File: src/rtl/drift_cls_pkg.sv
package drift_cls_pkg;

  // Strobes from the control to the datapath. They are shared by every wire.
  typedef struct packed {
    logic capture;    // a period closes: move flags to the output, restart build-up
    logic inPrompt;   // the current tick lies in the prompt window
    logic inDelayed;  // the current tick lies in the delayed window
  } clsStrobe_t;

endpackage

File: src/rtl/drift_cls_ctrl.sv
module drift_cls_ctrl
  import drift_cls_pkg::*;
#(
  parameter int TICK_W = 8
) (
  input  logic              clk,
  input  logic              rst,
  input  logic              crossStrobe,
  input  logic [TICK_W-1:0] promptEnd,
  input  logic [TICK_W-1:0] delayedEnd,
  output clsStrobe_t        strobes
);

  localparam logic [TICK_W-1:0] TICK_MAX = '1;

  logic [TICK_W-1:0] tickReg;
  logic [TICK_W-1:0] tickNow;
  logic              beforePrompt;
  logic              beforeDelayedEnd;

  // The strobe cycle is tick 0. The counter saturates so that a long gap,
  // or the time before the first strobe, falls beyond every window.
  always_comb begin
    if (crossStrobe)
      tickNow = '0;
    else if (tickReg == TICK_MAX)
      tickNow = TICK_MAX;
    else
      tickNow = tickReg + 1'b1;
  end

  always_ff @(posedge clk) begin
    if (rst)
      tickReg <= TICK_MAX;
    else
      tickReg <= tickNow;
  end

  // One pair of comparators serves the whole wire group.
  assign beforePrompt     = (tickNow < promptEnd);
  assign beforeDelayedEnd = (tickNow < delayedEnd);

  always_comb begin
    strobes.capture   = crossStrobe;
    strobes.inPrompt  = beforePrompt;
    strobes.inDelayed = !beforePrompt && beforeDelayedEnd;
  end

endmodule

File: src/rtl/drift_cls_dpath.sv
module drift_cls_dpath
  import drift_cls_pkg::*;
#(
  parameter int NUM_WIRES = 12
) (
  input  logic                   clk,
  input  logic                   rst,
  input  clsStrobe_t             strobes,
  input  logic [NUM_WIRES-1:0]   hitIn,
  output logic [2*NUM_WIRES-1:0] flagsOut,
  output logic                   flagsValid
);

  localparam int OUT_W = 2 * NUM_WIRES;

  logic [NUM_WIRES-1:0] accPrompt;
  logic [NUM_WIRES-1:0] accDelayed;
  logic [OUT_W-1:0]     outReg;
  logic                 validReg;

  for (genvar w = 0; w < NUM_WIRES; w++) begin : g_wire
    logic newPrompt;
    logic newDelayed;

    assign newPrompt  = hitIn[w] && strobes.inPrompt;
    assign newDelayed = hitIn[w] && strobes.inDelayed;

    always_ff @(posedge clk) begin
      if (rst) begin
        accPrompt[w]     <= 1'b0;
        accDelayed[w]    <= 1'b0;
        outReg[2*w]      <= 1'b0;
        outReg[2*w+1]    <= 1'b0;
      end else if (strobes.capture) begin
        // Hand over the closing period and start the new one with this cycle's hit.
        outReg[2*w]      <= accPrompt[w];
        outReg[2*w+1]    <= accDelayed[w];
        accPrompt[w]     <= newPrompt;
        accDelayed[w]    <= newDelayed;
      end else begin
        accPrompt[w]     <= accPrompt[w] | newPrompt;
        accDelayed[w]    <= accDelayed[w] | newDelayed;
      end
    end
  end

  always_ff @(posedge clk) begin
    if (rst)
      validReg <= 1'b0;
    else
      validReg <= strobes.capture;
  end

  assign flagsOut   = outReg;
  assign flagsValid = validReg;

endmodule

File: src/rtl/drift_hit_classifier.sv
module drift_hit_classifier
  import drift_cls_pkg::*;
#(
  parameter int NUM_WIRES = 12,
  parameter int TICK_W    = 8
) (
  input  logic                   clk,
  input  logic                   rst,
  input  logic                   crossStrobe,
  input  logic [TICK_W-1:0]      promptEnd,
  input  logic [TICK_W-1:0]      delayedEnd,
  input  logic [NUM_WIRES-1:0]   hitIn,
  output logic [2*NUM_WIRES-1:0] flagsOut,
  output logic                   flagsValid
);

  clsStrobe_t strobes;

  drift_cls_ctrl #(.TICK_W(TICK_W)) u_ctrl (
    .clk        (clk),
    .rst        (rst),
    .crossStrobe(crossStrobe),
    .promptEnd  (promptEnd),
    .delayedEnd (delayedEnd),
    .strobes    (strobes)
  );

  drift_cls_dpath #(.NUM_WIRES(NUM_WIRES)) u_dpath (
    .clk       (clk),
    .rst       (rst),
    .strobes   (strobes),
    .hitIn     (hitIn),
    .flagsOut  (flagsOut),
    .flagsValid(flagsValid)
  );

endmodule

File: config.mk
export PLATFORM = sky130hd
export DESIGN_NAME = drift_hit_classifier
export DESIGN_NICKNAME = d
export VERILOG_FILES = /design/src/rtl/drift_cls_pkg.sv /design/src/rtl/drift_cls_ctrl.sv /design/src/rtl/drift_cls_dpath.sv /design/src/rtl/drift_hit_classifier.sv
export SDC_FILE = /design/constraint.sdc
export NUM_CORES = 1
export LEC_CHECK = 0
export BUFFER_PORTS_ARGS = -buffer_cell sky130_fd_sc_hd__buf_2
export CAP_MARGIN = 40
export CORE_ASPECT_RATIO = 0.6
export CORE_MARGIN = 2
export CORE_UTILIZATION = 40
export DETAILED_ROUTE_END_ITERATION = 8
export PLACE_DENSITY = 0.68
export SLEW_MARGIN = 20
export SYNTH_ARGS = -nofsm -noshare
export SYNTH_HDL_FRONTEND = slang
export SYNTH_HIERARCHICAL = 1
export SYNTH_SLANG_ARGS = --single-unit
File: constraint.sdc
create_clock -name clk -period 2.85 [get_ports clk]
set_clock_uncertainty 0.15 [all_clocks]
set_input_delay 0.285 -clock clk [delete_from_list [all_inputs] [get_ports clk]]
set_output_delay 0.285 -clock clk [all_outputs]
set_load 0.03 [all_outputs]
## After elaboration in Yosys (flattened, before gate mapping)

Cells that the tools add are included.

| storage, ports and cells | value |
|---|---|
| register bits after elaboration | 57 |
| bits in latches | 0 |
| RAM bits | 0 |
| bits in read-only memories | 0 |
| output and inout port bits | 25 |
| word-level logic and storage cells | 118 |
| memories kept | 0 |

| operators by class | value |
|---|---|
| add/subtract/negate cells | 1 |
| $mul | 0 |
| divide/modulo/power cells | 0 |
| $lt $le $gt $ge | 2 |
| equality and inequality tests | 1 |
| shift operators | 0 |
| multiplexer cells | 26 |
| bitwise logic cells | 24 |
| reductions and logical operators | 26 |

Operator list:

| kind | count |
|---|---|
| $logic_and 1x1->1 | 25 |
| $mux 1 | 24 |
| $or 1x1->1 | 24 |
| $lt 8x8->1 | 2 |
| $mux 8 | 2 |
| $add 8x1->8 const B | 1 |
| $eq 8x8->1 const B | 1 |
| $logic_not 1->1 | 1 |

## Longest topological paths before layout

| logic depth | value |
|---|---|
| word-level depth | 9 |
| mapped depth | 13 |
| gate-level depth less buffers | 11 |

## Cells and area by module

Netlist, hierarchy kept.

By module, submodules not included:

| module | times used | cells an instance | area an instance (um2) | seq. area each (um2) |
|---|---|---|---|---|
| drift_cls_dpath | 1 | 182 | 1744.2 | 980.9 |
| drift_cls_ctrl | 1 | 106 | 824.5 | 160.2 |

## Worst setup path before layout

No wires, ideal clock.

| path | value |
|---|---|
| path type | register -> register |
| from | register u_ctrl.tickReg[0] |
| to | register u_dpath.accPrompt[4] |
| arrival | 2.704 ns |
| required time | 2.629 ns |
| slack | -0.074 ns |
| stages on the path, launching flop included | 14 |
| path buffers | 2 |
| path through | dfxtp_1 -> ha_1 -> and4_1 -> nor2b_1 -> a311oi_1 -> ha_1 -> a21oi_1 -> o21ai_0 -> a2111oi_2 -> a21o_1 -> buf_4 -> buf_2 -> nand2_1 -> a21oi_1 |

| on the way | value |
|---|---|
| cells in the longest elaborated chain, start to end | 7 |
| elaborated cells between the ends (all ways) | 8 |
| those cells by class | add/sub (1); order compare (1); eq/ne (1); mux (3); bitwise (1); reduce/logical (1) |

Ends and longest elaborated chain:

| element | RTL line | source |
|---|---|---|
| start: declaration | drift_cls_ctrl.sv:16 | `logic [TICK_W-1:0] tickReg;` |
| start signal: assignment | drift_cls_ctrl.sv:36 | `tickReg <= tickNow;` |
| $add 8x1->8 or $eq 8x8->1 (tied branches) | drift_cls_ctrl.sv:29, drift_cls_ctrl.sv:26 |  |
| $mux 8 (*) | drift_cls_ctrl.sv:26 | `else if (tickReg == TICK_MAX)` |
| $mux 8 (*) | drift_cls_ctrl.sv:24 | `if (crossStrobe)` |
| named net u_ctrl.tickNow[7] | drift_cls_ctrl.sv:17 | `logic [TICK_W-1:0] tickNow;` |
| $lt 8x8->1 (*) | drift_cls_ctrl.sv:40 | `assign beforePrompt = (tickNow < promptEnd);` |
| named net u_ctrl.beforePrompt | drift_cls_ctrl.sv:18 | `logic beforePrompt;` |
| $logic_and 1x1->1 (*) | drift_cls_dpath.sv:25 | `assign newPrompt = hitIn[w] && strobes.inPrompt;` |
| $or 1x1->1 | drift_cls_dpath.sv:41 | `accPrompt[w] <= accPrompt[w] \| newPrompt;` |
| $mux 1 (*) | drift_cls_dpath.sv:34 | `end else if (strobes.capture) begin` |
| end signal: indexed assignment | drift_cls_dpath.sv:38 | `accPrompt[w] <= newPrompt;` |
| end signal: indexed assignment | drift_cls_dpath.sv:41 |  |
| end: declaration | drift_cls_dpath.sv:16 | `logic [NUM_WIRES-1:0] accPrompt;` |

The timed path passes the listed nets; every way through them passes the cells marked *.
A chain may end at the register's enable or synchronous reset.

==> flow_summary.toml <==
[pwr]
comb_power_share_pct = 20.6
leakagePower_nw = 1.60
p_sw_share_pct = 28.2
powerDensity_nw_per_um2 = 619
seqPwrFrac_pct = 41.6
p_sw_w = 0.000605
ir_worst_vdd_mv = 0.290
p_clk_share_pct = 37.8
internal_power_w = 0.00154

[sta]
post-route-min-period_ps = 2820
fin_setup_tns_ps = 0
rsz0062_at_grt = "yes"
max_freq_mhz = 355
finalHoldViolations = 0
worst_slack_ps = 30.7
finalCritPeriodShare_pct = 98.9
setup_viol = 0
max-slew-margin-rel_pct = 69.2
worst_pin_slew_ps = 462
drv_slew = 0

[synthesis]
synthTopCellsByArea = "dfxtp_1 44%, mux2i_1 9.4%, ha_1 7.3%"
netlist_area_sq_um = 2570
synth_cell_types = 39
syn_area_per_cell_sq_um = 8.92
postSynthCellCount = 288
ys_ff_latch = 57
ys_seq_area_share_pct = 44.4
yosys_warnings = 6
syn-num-nets = 334
synth_top_area_share_pct = 44.4
yosysTopAreaCell = "dfxtp_1"

[place]
dpl_worst_slack_ps = -281
io_buffers = 55
dpl_cell_area_sq_um = 3000
routabilityCongestion = 0.842
dpl.hpwl_mm = 4.10

[final_layout]
area_growth_pct = 34.7
final_common_cell = "buf_2"
nFillCells = 581
final_area_sq_um = 3460
seq_area_sq_um = 1150
layout.nets = 405
fin_util_pct = 56.1
most-common-layout-cells = "55 x buf_2, 51 x dfxtp_1, 28 x nand2_1, 28 x nor2_1, 25 x a21oi_1"
antenna_cells = 0
multi_input_area_sq_um = 1500
drive_above_1_share_pct = 37.6

[worst_setup_path]
cp.required_ps = 2970
r2r_setup_slack_ps = 30
start_kind = "flip-flop"
worst-setup-path-type = "flip-flop to flip-flop"
end_kind = "flip-flop"
worstPathArrival_ps = 2940
critPathMaxFanout = 6

[floorplan]
dieArea_sq_um = 7100
die_y_um = 66.1
core_area_sq_um = 6170
start_util_pct = 41.7
dieWidth_um = 107
ioPinCount = 56
num_rows = 22

[route]
remaining_drc_errors = 0
routed_wl_mm = 6.36
vias_per_cell = 4.94
first_iter_violations = 99
first_pass_iters = 4
wire_per_inst_um = 14.2
ant_nets = 0
vias = 2211

[clock_tree]
cts_sinks = 57
numCtsBuffers = 9
clkTransAtPathRegs_ps = 70
cts.htree.levels = 3
cts_hold_buffers = 0
clockBufferDepth = 2
tritoncts = "yes"
clock_latency_ps = 340
root_buffer = "clkbuf_8"

[global_routing]
grt_pass1_wl_mm = 10.3
first_global_vias = 2179
gr-usage-all-layers_pct = 19.4
antenna_found_initial = 0
grt_max_degree = 36
grt_overflow = 0

[status]
status = "complete, no violations"

[hold_path]
hp-class = "input pin to flip-flop"

[run]
maxCapViolations = 0
[worst max-delay path: stages (launching register included)]
cell and delay, ps:
dfxtp_4 360, ha_4 140, and4_4 260, nor2b_4 50, a311oi_4 270, buf_4 180
ha_4 200, a21oi_2 110, o21a_1 160, o211ai_1 130, a221oi_2 330, buf_4 230
nand2_1 60, a21oi_1 120
[layer usage]
layer,up-vias,GRT usage (%),routed length [um]
met5,-,0,0
met4,0,7.21,63
met3,6,7.49,403
met2,54,28.9,2720
met1,1042,25.5,3180
li1,1109,-,-
[layout make-up]
type / count / area share, %
Multi-Input combinational cell: 202 / 43.4
Timing Repair Buffer: 74 / 12.5
Tap cell: 84 / 3.04
Clock inverter: 6 / 2.39
Sequential cell: 57 / 33.3
Clock buffer: 10 / 3.69
Inverter: 15 / 1.63
[final timing paths]
| path | from | endpoint | depth (start not counted) |
|---|---|---|---|
| setup reg to reg | u_ctrl/tickReg[1] | u_dpath/accDelayed[10] | 13 |
| hold reg to reg | u_dpath/accDelayed[5] | u_dpath/accDelayed[5] | 2 |
| setup / recovery | u_ctrl/tickReg[1] | u_dpath/accDelayed[10] | 13 |
| hold / removal | hitIn[2] | u_dpath/accDelayed[2] | 3 |
[power by group through the flow]
stage / clock network (W) / registers (W) / logic [W]
finish: 0.000809 / 0.000892 / 0.000442
detailed placement: 0 / 0.000904 / 0.000356
CTS: 0.000824 / 0.000891 / 0.000407
global placement: 0 / 0.000903 / 0.000344
global route: 0.000863 / 0.000898 / 0.000486
floorplan: 0 / 0.000927 / 0.000219
[flip-flops by register name, indices dropped and copies added, names as in the netlist]
signal and cells:
u_dpath/accPrompt 12, u_dpath/flagsValid 1, u_dpath/flagsOut 24, u_dpath/accDelayed 12, u_ctrl/tickReg 8
[kinds of logic (layout without fill, tap and decap cells)]
logic type                 after synthesis  after routing  synth area share (%)
xor gates and xnor gates                 2              2                 0.682
buffers and inverters                   30            105                  5.50
and+or+nand+nor                        109            109                  20.9
adders and majority gates               15             15                  7.31
DFF                                     57             57                  44.4
AOI/OAI and AO/OA                       51             52                  11.8
muxes                                   24             24                  9.35
[cell usage after synthesis]
master and number:
o21a_1 2, buf_6 1, a2111oi_2 1, and2_1 1, a311oi_1 1, nand4_1 2, a41oi_1 1, and4b_1 1
nand2b_1 24, xor2_1 1, or3_1 1, buf_4 4, and3_2 1, nor2b_1 3, and4_4 1, nand2_2 1
or2_2 5, clkbuf_1 5, xnor2_1 1, nor2_1 29, nor3_1 1, o21ai_0 4, ha_1 15, a211oi_1 2
inv_1 15, or2_1 3, nand3_1 2, buf_2 5, a221oi_2 1, nand2_1 32, o211ai_1 1, a31o_1 1
dfxtp_1 57, a21o_1 1, a21oi_1 35, mux2i_1 24, and4_1 1, and3_1 1, a31oi_1 1
[what timing repair did]
action,CTS,global route
setup buffers,2,1
gates cloned,2,0
endpoints found under the setup margin,24,24
gates resized for setup,28,24
pin swaps,11,14
[stage by stage]
| stage | hold slack, ps | power [W] | std cells |
|---|---|---|---|
| floorplan | 235 | 0.00115 | 288 |
| global placement | 308 | 0.00125 | 426 |
| detailed placement | 311 | 0.00126 | 427 |
| CTS | 36.4 | 0.00212 | 447 |
| global route | 48.3 | 0.00225 | 448 |
| finish | 50.0 | 0.00214 | 448 |
Note: power is estimated with default switching activity, not from simulation.
